[config.mk]
export PLATFORM = sky130hd
export DESIGN_NAME = bitskip_unit
export DESIGN_NICKNAME = d
export VERILOG_FILES = /design/src/rtl/bitskip_pkg.sv /design/src/rtl/bitskip_decode.sv /design/src/rtl/bitskip_wordlen.sv /design/src/rtl/bitskip_seq.sv /design/src/rtl/bitskip_unit.sv
export SDC_FILE = /design/constraint.sdc
export NUM_CORES = 1
export LEC_CHECK = 0
export CORE_MARGIN = 2
export CORE_UTILIZATION = 41
export DETAILED_ROUTE_END_ITERATION = 12
export PLACE_DENSITY = 0.74
export SLEW_MARGIN = 20
export SYNTH_ARGS = -nofsm -noshare
export SYNTH_HDL_FRONTEND = slang
export SYNTH_SLANG_ARGS = --single-unit
[constraint.sdc]
create_clock -name clk -period 2.23 [get_ports clk]
set_clock_uncertainty 0.2 [all_clocks]
set_input_delay 0.223 -clock clk [delete_from_list [all_inputs] [get_ports clk]]
set_output_delay 0.223 -clock clk [all_outputs]
set_load 0.05 [all_outputs]
[src/rtl/bitskip_pkg.sv]
package bitskip_pkg;
  localparam int BANK_W = 4;
  localparam int FILE_W = 8;
  localparam int ADDR_W = BANK_W + FILE_W;
  localparam int BIT_W  = $clog2(FILE_W);
  localparam int FLD_W  = 1 + BIT_W + 1 + FILE_W;  // polarity, index, access, file

  // only 101x is a bit test; bit 12 picks the polarity
  function automatic logic is_bit_test(input logic [15:0] w);
    return w[15:13] == 3'b101;
  endfunction

  function automatic logic [ADDR_W-1:0] form_addr(input logic use_bank,
                                                  input logic [BANK_W-1:0] bank,
                                                  input logic [FILE_W-1:0] f);
    if (use_bank) return {bank, f};
    return f[FILE_W-1] ? {{BANK_W{1'b1}}, f} : {{BANK_W{1'b0}}, f};
  endfunction

  // want_clear=1 : skip on a 0 bit; want_clear=0 : skip on a 1 bit
  function automatic logic skip_taken(input logic want_clear, input logic bit_v);
    return bit_v ^ want_clear;
  endfunction

  function automatic logic is_two_word(input logic [7:0] hi);
    return (hi[7:4] == 4'hC) || (hi == 8'hEC) || (hi == 8'hEF);
  endfunction

  // words the counter moves, which also equals the cycles spent
  function automatic logic [1:0] words_adv(input logic skip, input logic two);
    if (!skip) return 2'd1;
    return two ? 2'd3 : 2'd2;
  endfunction
endpackage

[src/rtl/bitskip_decode.sv]
module bitskip_decode
  import bitskip_pkg::*;
(
  input  logic [FLD_W-1:0]  fields,
  input  logic [BANK_W-1:0] bank,
  output logic              want_clear,
  output logic [BIT_W-1:0]  bit_idx,
  output logic [ADDR_W-1:0] addr
);
  logic              use_bank;
  logic [FILE_W-1:0] file_op;

  always_comb begin
    want_clear = fields[FLD_W-1];
    bit_idx    = fields[FLD_W-2 -: BIT_W];
    use_bank   = fields[FILE_W];
    file_op    = fields[FILE_W-1:0];
    addr       = form_addr(use_bank, bank, file_op);
  end
endmodule

[src/rtl/bitskip_wordlen.sv]
module bitskip_wordlen
  import bitskip_pkg::*;
(
  input  logic [7:0] next_hi,
  output logic       two_word
);
  assign two_word = is_two_word(next_hi);
endmodule

[src/rtl/bitskip_seq.sv]
module bitskip_seq
  import bitskip_pkg::*;
#(
  parameter int PC_W     = 16,
  parameter int RESET_PC = 0
) (
  input  logic            clk,
  input  logic            rst_n,
  input  logic            accept,
  input  logic            bit_val,
  input  logic            want_clear,
  input  logic            two_word,
  output logic [1:0]      ph,
  output logic            rd_now,
  output logic            flush,
  output logic            busy,
  output logic [PC_W-1:0] pc_q,
  output logic [1:0]      last_q
);
  logic       act_q, bit_q, skip_q, two_q;
  logic [1:0] nop_left;
  logic [1:0] adv;

  assign adv    = words_adv(skip_q, two_q);
  assign busy   = nop_left != 2'd0;
  assign rd_now = act_q && (ph == 2'd1);
  assign flush  = act_q && (ph == 2'd3) && skip_q;

  always_ff @(posedge clk) begin
    if (!rst_n) begin
      ph       <= 2'd0;
      act_q    <= 1'b0;
      bit_q    <= 1'b0;
      skip_q   <= 1'b0;
      two_q    <= 1'b0;
      nop_left <= 2'd0;
      last_q   <= 2'd0;
      pc_q     <= PC_W'(RESET_PC);
    end else begin
      ph <= ph + 2'd1;
      case (ph)
        2'd0: if (accept) begin
          act_q  <= 1'b1;
          skip_q <= 1'b0;
          two_q  <= 1'b0;
        end
        2'd1: if (act_q) bit_q <= bit_val;
        2'd2: if (act_q) begin
          skip_q <= skip_taken(want_clear, bit_q);
          two_q  <= two_word;
        end
        default: begin
          if (act_q) begin
            act_q    <= 1'b0;
            pc_q     <= pc_q + PC_W'(adv);
            last_q   <= adv;
            nop_left <= adv - 2'd1;
          end else if (busy) begin
            nop_left <= nop_left - 2'd1;
          end
        end
      endcase
    end
  end
endmodule

[src/rtl/bitskip_unit.sv]
module bitskip_unit
  import bitskip_pkg::*;
#(
  parameter int PC_W     = 16,
  parameter int RESET_PC = 0
) (
  input  logic              clk,
  input  logic              rst_n,
  input  logic              issue,
  input  logic [15:0]       instr,
  input  logic [BANK_W-1:0] bank_sel,
  input  logic [7:0]        prefetch_hi,
  input  logic [FILE_W-1:0] rf_rdata,
  output logic [ADDR_W-1:0] rf_addr,
  output logic              rf_rd,
  output logic [1:0]        q_phase,
  output logic [PC_W-1:0]   pc,
  output logic              flush,
  output logic              busy,
  output logic [1:0]        last_cycles
);
  logic [FLD_W-1:0]  fields_q;
  logic [BANK_W-1:0] bank_q;
  logic              accept_w;
  logic              want_clear;
  logic [BIT_W-1:0]  bit_idx;
  logic              bit_pick;
  logic              two_word;

  assign accept_w = issue && !busy && (q_phase == 2'd0) && is_bit_test(instr);
  assign bit_pick = rf_rdata[bit_idx];

  always_ff @(posedge clk) begin
    if (!rst_n) begin
      fields_q <= '0;
      bank_q   <= '0;
    end else if (accept_w) begin
      fields_q <= instr[FLD_W-1:0];
      bank_q   <= bank_sel;
    end
  end

  bitskip_decode u_dec (
    .fields(fields_q), .bank(bank_q),
    .want_clear(want_clear), .bit_idx(bit_idx), .addr(rf_addr)
  );

  bitskip_wordlen u_len (.next_hi(prefetch_hi), .two_word(two_word));

  bitskip_seq #(.PC_W(PC_W), .RESET_PC(RESET_PC)) u_seq (
    .clk(clk), .rst_n(rst_n), .accept(accept_w), .bit_val(bit_pick),
    .want_clear(want_clear), .two_word(two_word), .ph(q_phase),
    .rd_now(rf_rd), .flush(flush), .busy(busy), .pc_q(pc), .last_q(last_cycles)
  );
endmodule

==> impl_results.md, run 1 <==
* TritonRoute pass-1 iters at 4
* TritonCTS clock tree: done
* DRT iter0 DRCs at between 60 and 70
* Buffers and inverters on the worst path at 2
* Post-place setup slack at -0.0219 ns
* Mapped Cells at 230
* RSZ-0062 raised after global routing: yes
* # DRC at 0
* Final WL at 4780 um
* Combinational Power Share at 0.130
* CTS Buffer Depth at 2
* Vias in the first global route at roughly 1700
* Mean Syn Cell Area at 9.37 sq um
* Crit path arrival time at ~2.2 ns
* Crit-path leading delay family: simple AND/OR/NAND/NOR gates
* Wire per inst at approximately 13 um
* Starting Density at 0.425
* Cells along the critical path: nor2b_4 > inv_2 > ha_4 > inv_2 > fa_2 > nand3b_1 > nor4_2 > xor2_1 > and2_1
* Fin crit share at 0.977
* Async S/R FF share, synth at 0
* Worst Reg-to-Reg Cells at 9
* Crit path required time at between 2 and 2.5 ns
* Peak VDD IR at ~0.4 mV
* CTS sink count at 43
* Crit path kind: reg -> reg
* HPWL Detailed at ~3500 um
* Seq pwr share at 0.542
* Critical path's most frequent cell: inv_2
* Antenna Cells at 0
* Tmin final at roughly 2.2 ns
* Tot GR Track Use at 0.162
* Root Buffer: clkbuf_8
* Clock transition at path regs at about 0.080 ns
* Worst Hold Class: reg -> reg
* Number of synthesis warnings at 0
* Synth cell types at 39
* Synth Cell Area at 0.00215 sq mm
* Number of I/O port buffers at 73
* Final setup fails at 0
* P&R area growth vs syn at 43.3%
* Critical path origin: u_seq.skip_q
* Die span in x at 76.5 um
* Headroom to the max-slew limit at 0.646
* Main synth FF type: dfxtp_1
* Status: completed
* Highest cell delay on the worst timing path at roughly 0.35 ns
* Initial antenna violation count at 0
* Power Density at between 400 and 500 mW/mm^2
* Std cell rows at 26
* Fin Setup TNS at 0 ns
* Worst-Skew Late Latency at ~0.29 ns
* Sw power at roughly 350 uW
* Slew Limit Fails at 0
* Slowest CP cell: fa_2
* CTS Buf Count at 5
* Critical path endpoint category: flop
* #FFs+latches synth at 43
* DRT antenna net count at 0
* Die Ht at around 76 um
* Mapped Nets at ~280
* Clock network fraction of total power at 0.327
* Fillcell total at 471
* Setup crit end: u_seq.pc_q[10]
* Largest net degree at the start of global routing at 25
* First-pass GRT wire length at approximately 7800 um
* FF-to-FF Start: u_seq.skip_q
* Post-synth EDFFs at 0
* Via/cell ratio at roughly 4.8
* Hold Vio Cnt, Final at 0
* Worst setup margin at slightly above 0.05 ns
* Internal power at ~1.1 mW
* Fmax at between 0.4 and 0.5 GHz
* RD Place Congestion at around 0.8
* Total gr overflow at 0
* Core ar. at slightly above 0.005 sq mm
* Max Cap Viol at 0
* Critical Path Start Type: flop
* Die footprint at between 0.005 and 0.006 sq mm
* I/O pin cnt at 74
* Critical path depth in cells at 9
* Vias at 1796
* Reg2Reg Capture Point: u_seq.pc_q[10]
* Share of cells above drive strength 1 at 0.144
* R2R setup slack at 0.05 ns
* Nets at between 300 and 400
* Sequential element share of the synthesized area at 0.400
* Switching Share at 0.238
* Leakage at about 1.2 nW
* H-tree depth at 2
* Max FO, Critical Path at 4
* Slew @ Worst Pin at between 0.5 and 0.6 ns
==> worst min-delay path by stage <==
stage | to | startpoint | cells after the start
final | u_seq.ph[0] | u_seq.ph[0] | 1
after global routing | u_seq.ph[0] | u_seq.ph[0] | 1
after CTS | u_seq.ph[0] | u_seq.ph[0] | 1
after detailed placement | u_seq.ph[0] | u_seq.ph[0] | 1
after global placement | u_seq.ph[0] | u_seq.ph[0] | 1
after floorplan | bank_q[0] | bank_sel[0] | 2
==> placed cells by master (no fill, tap or decap), drive strengths merged, types with 4 or more instances in the layout <==
| cell type | n |
|---|---|
| clkdlybuf4s50 | 71 |
| dfxtp | 43 |
| nand2 | 27 |
| mux2i | 22 |
| nor2b | 20 |
| buf | 14 |
| and2 | 12 |
| inv | 12 |
| o21ai | 7 |
| xor2 | 7 |
| nand3 | 7 |
| ha | 7 |
| clkbuf | 7 |
| nor2 | 5 |
| a21boi | 5 |
| xnor2 | 4 |
| nor3 | 4 |
| nor4 | 4 |
==> what timing repair did <==
| action | 4_1_cts | 5_1_grt |
|---|---|---|
| buffers inserted | 0 | 3 |
| pin swaps | 0 | 4 |
| hold buffers | 0 | 0 |
| gates resized for setup | 1 | 11 |
| setup endpoints to repair | 1 | 6 |
==> power by group through the flow <==
stage / logic (mW) / registers [mW] / clock network, mW
finish: 0.189 / 0.786 / 0.475
global route: 0.203 / 0.788 / 0.526
CTS: 0.191 / 0.786 / 0.493
detailed placement: 0.190 / 0.805 / 0
global placement: 0.187 / 0.804 / 0
floorplan: 0.0853 / 0.814 / 0
==> flip-flops by register name, summed over array words and instances (netlist names) <==
signal	count
fields_q	13
u_seq.last_q	2
u_seq.nop_left	2
u_seq.skip_q	1
u_seq.pc_q	16
u_seq.act_q	1
bank_q	4
u_seq.bit_q	1
u_seq.ph	2
u_seq.two_q	1
==> cells in the mapped netlist, drive strengths merged, types with 2 or more instances <==
cell,instances,area (sq um)
nor3,4,20.0
nand2,27,101
nand3,7,47.6
xnor2,4,35.0
dfxtp,43,861
nand2b,3,18.8
o21ai,7,35.0
nor4,4,25.0
clkbuf,6,32.5
nand4,3,18.8
and2,12,76.3
a21oi,3,15.0
mux4,2,45.0
xor2,7,61.3
or3,3,20.0
o211a,3,30.0
nor2,5,18.8
ha,7,87.6
buf,11,86.3
inv,12,45.0
and3,2,13.8
nor2b,20,125
a21boi,5,37.5
mux2i,22,220
==> per-stage QoR <==
stage	power [mW]	hold slack, ns	util	instances	area, sq um
after detailed placement	0.994	0.251	0.580	365	2950
after global routing	1.52	0.283	0.608	376	3090
final	1.45	0.263	0.608	376	3090
after global placement	0.991	0.241	0.580	365	2950
after CTS	1.47	0.264	0.598	373	3030
after floorplan	0.900	0.192	-	230	2160
==> final cells by class <==
cell class,count,area [sq um],share of cell area
multi-input cells,158,1170,0.380
flip-flops and latches,43,871,0.282
repair buffers,85,828,0.268
well taps,70,87.6,0.0284
clock buffers,7,76.3,0.0247
inverters,12,45.0,0.0146
clock inverters,1,5.00,0.00162
==> cell families after synthesis <==
kind of cell	share of synthesized area
simple gates	0.237
buf+inv	0.0761
mux	0.123
fa+ha+maj	0.0499
xor+xnor	0.0447
flops	0.400
compound gates	0.0697
==> layer usage <==
| layer | wire length (um) | up-vias | track usage |
|---|---|---|---|
| li1 | - | 909 | - |
| met1 | 2160 | 847 | 0.201 |
| met2 | 2390 | 33 | 0.273 |
| met3 | 151 | 7 | 0.0403 |
| met4 | 78 | 0 | 0.0600 |
| met5 | 0 | - | 0 |
(Power assumes the default switching activity.)
==> inputs of run 2 (changes only) <==
--- a/config.mk
+++ b/config.mk
@@ -8,6 +8,7 @@
 export CORE_MARGIN = 2
 export CORE_UTILIZATION = 41
 export DETAILED_ROUTE_END_ITERATION = 12
+export HOLD_SLACK_MARGIN = 0.02
 export PLACE_DENSITY = 0.74
 export SLEW_MARGIN = 20
 export SYNTH_ARGS = -nofsm -noshare
==> results of run 2 <==
The final DEF is identical to that of run 1; final timing and power are the same.
==> inputs of run 3 (changes only) <==
--- a/config.mk
+++ b/config.mk
@@ -6,11 +6,12 @@
 export NUM_CORES = 1
 export LEC_CHECK = 0
 export CORE_MARGIN = 2
-export CORE_UTILIZATION = 41
+export CORE_UTILIZATION = 40
 export DETAILED_ROUTE_END_ITERATION = 12
 export HOLD_SLACK_MARGIN = 0.02
-export PLACE_DENSITY = 0.74
+export PLACE_DENSITY = 0.73
 export SLEW_MARGIN = 20
 export SYNTH_ARGS = -nofsm -noshare
 export SYNTH_HDL_FRONTEND = slang
 export SYNTH_SLANG_ARGS = --single-unit
+export TNS_END_PERCENT = 50
==> run 3 against run 2 <==
Register-to-register slack about the same. Count of clock-buffer cells in the layout unchanged. Die area increased by 2.4%. Combinational power about the same. Sequential share of layout area increased by 0.30 points. Critical path depth unchanged. Power increased by 0.13%. Final cell count decreased by 1.1%.
==> impl_results.md, run 3 (synthesis results as in run 1) <==
* Largest register by flop count: u_seq.pc_q (unchanged)
* Die span in x at 77.4 um (was 76.5 um)
* Final Total Pwr at 1.45 mW (about the same)
* Fin Setup TNS at 0 ns (unchanged)
* Placed Cells at 364 (was 365)
* Tmin final at 2.17 ns (was 2.18 ns)
* Via/cell ratio at 4.69 (was 4.78)
* Critical path's most frequent cell: inv_2 (unchanged)
* Most frequent cells in the layout: clkdlybuf4s50_1, dfxtp_1, nand2_1 (unchanged)
* Worst-Skew Late Latency at 0.29 ns (about the same)
* Post-place setup slack at 0.0176 ns (was -0.0219 ns)
* Nets at 348 (was 352)
* Layout Utilization at 0.594 (was 0.608)
* Wire per inst at 12.5 um (was 12.7 um)
* Max Cap Viol at 0 (unchanged)
* Slew Limit Fails at 0 (unchanged)
* Fmax at 0.461 GHz (was 0.459 GHz)
* Fillcell total at 488 (was 471)
* H-tree depth at 2 (unchanged)
* Fin cells at 372 (was 376)
* Peak VDD IR at 0.313 mV (was 0.389 mV)
* Starting Density at 0.419 (was 0.425)
* Slew @ Worst Pin at 0.522 ns (was 0.529 ns)
* Met3 WL at 171 um (was 151 um)
* P&R area growth vs syn at 41.8% (was 43.3%)
* Root Buffer: clkbuf_8 (unchanged)
* Cells along the critical path: nor2b_4 > inv_2 > ha_4 > inv_2 > fa_2 > nand3b_1 > nor4_2 > xor2_1 > and2_1 (unchanged)
* RD Place Congestion at 0.749 (was 0.798)
* DRT antenna net count at 0 (unchanged)
* Max Used Layer: met4 (unchanged)
* Clock transition at path regs at 0.08 ns (about the same)
* Vias in the first global route at 1681 (was 1694)
* WL met1 at 2200 um (was 2160 um)
* Worst Hold Class: reg -> reg (unchanged)
* I/O pin cnt at 74 (unchanged)
* Worst setup margin at 0.0620 ns (was 0.0511 ns)
* Multi-input logic area at 0.00117 sq mm (about the same)
* Critical path endpoint category: flop (unchanged)
* Fin crit share at 0.972 (was 0.977)
* Tot GR Track Use at 0.158 (was 0.162)
* Hold Vio Cnt, Final at 0 (unchanged)
* Max FO, Critical Path at 4 (unchanged)
* Leakage at 1.13 nW (was 1.15 nW)
* CTS sink count at 43 (unchanged)
* Antenna Cells at 0 (unchanged)
* Headroom to the max-slew limit at 0.651 (was 0.646)
* Max FFs per register at 16 (unchanged)
* TritonCTS clock tree: done (unchanged)
* Die footprint at 0.00599 sq mm (was 0.00585 sq mm)
* Share of cells above drive strength 1 at 0.129 (was 0.144)
* Crit-path leading delay family: simple AND/OR/NAND/NOR gates (unchanged)
* Worst Hold Depth at 1 (unchanged)
* Number of I/O port buffers at 73 (unchanged)
* Crit path kind: reg -> reg (unchanged)
* TritonRoute pass-1 iters at 4 (unchanged)
* Top Registers: u_seq.pc_q: 16 flops, fields_q: 13 flops, bank_q: 4 flops (unchanged)
* HPWL Detailed at 3520 um (was 3510 um)
* Total gr overflow at 0 (unchanged)
* Cts hold-fix bufs at 0 (unchanged)
* CTS Buf Count at 5 (unchanged)
* Power Density at 475 mW/mm^2 (was 470 mW/mm^2)
* Final setup fails at 0 (unchanged)
* Largest net degree at the start of global routing at 25 (unchanged)
* Buffers and inverters on the worst path at 2 (unchanged)
* Std cell rows at 26 (unchanged)
* Most common cell after layout, fill and taps aside: clkdlybuf4s50_1 (unchanged)
* Status: completed (unchanged)
* Critical path depth in cells at 9 (unchanged)
* RSZ-0062 raised after global routing: yes (unchanged)
* Vias at 1745 (was 1796)
* First-pass GRT wire length at 7650 um (was 7790 um)
* Worst Reg-to-Reg Cells at 9 (unchanged)
* Critical Path Start Type: flop (unchanged)
* Initial antenna violation count at 0 (unchanged)
* Final WL at 4650 um (was 4780 um)
* Crit path arrival time at 2.16 ns (was 2.17 ns)
* Core ar. at 0.00514 sq mm (was 0.00507 sq mm)
* Seq. cell area at 871 sq um (unchanged)
* DRT iter0 DRCs at 82 (was 69)
* Highest cell delay on the worst timing path at 0.36 ns (was 0.35 ns)
* Crit path required time at 2.22 ns (about the same)
* Slowest CP cell: fa_2 (unchanged)
* Wire length on met2 at 2220 um (was 2390 um)
* CTS Buffer Depth at 2 (unchanged)
* # DRC at 0 (unchanged)
* Die Ht at 77.4 um (was 76.5 um)
run 3: changes by cell type in the layout (fill, tap and decap cells not counted):
| cell | delta |
|---|---|
| nor2_2 | -1 |
| buf_4 | -4 |
| nor2_1 | +1 |
run 3: power by group:
part	switching (mW)	internal [mW]	leakage [nW]	total [mW]
Clock	0.256	0.220	0.0422	0.476
Sequential	0.00948	0.777	0.350	0.786
Combinational	0.0819	0.108	0.742	0.190
Total	0.347	1.11	1.13	1.45
run 3: timing repair:
action | in CTS | in global routing
buffers inserted | 0 | 0
setup endpoints to repair | 1 | 4
gates resized for setup | 1 | 10
pin swaps | 0 | 3
run 3: through the flow:
stage               instance area [sq um]  hold slack (ns)
floorplan                            2160            0.192
global placement                     2940            0.241
detailed placement                   2940            0.244
CTS                                  3030            0.259
global route                         3060            0.278
finish                               3060            0.262
run 3: layout make-up:
type,count,share of cell area
Multi-Input combinational cell,158,0.384
Sequential cell,43,0.285
Timing Repair Buffer,81,0.261
Tap cell,70,0.0287
Clock buffer,7,0.0250
Inverter,12,0.0147
Clock inverter,1,0.00164
run 3: worst paths after layout:
check | start | end | slack, ns
worst max register to register | u_seq.skip_q | u_seq.pc_q[10] | 0.06
worst min-delay path | u_seq.ph[0] | u_seq.ph[0] | 0.26
worst max-delay path | u_seq.skip_q | u_seq.pc_q[10] | 0.06
worst min register to register | u_seq.ph[0] | u_seq.ph[0] | 0.26
run 3: layer usage:
metal  vias up  GRT usage
met5         -          0
met1       797      0.207
met3         6     0.0384
li1        900          -
met4         0     0.0536
met2        42      0.256
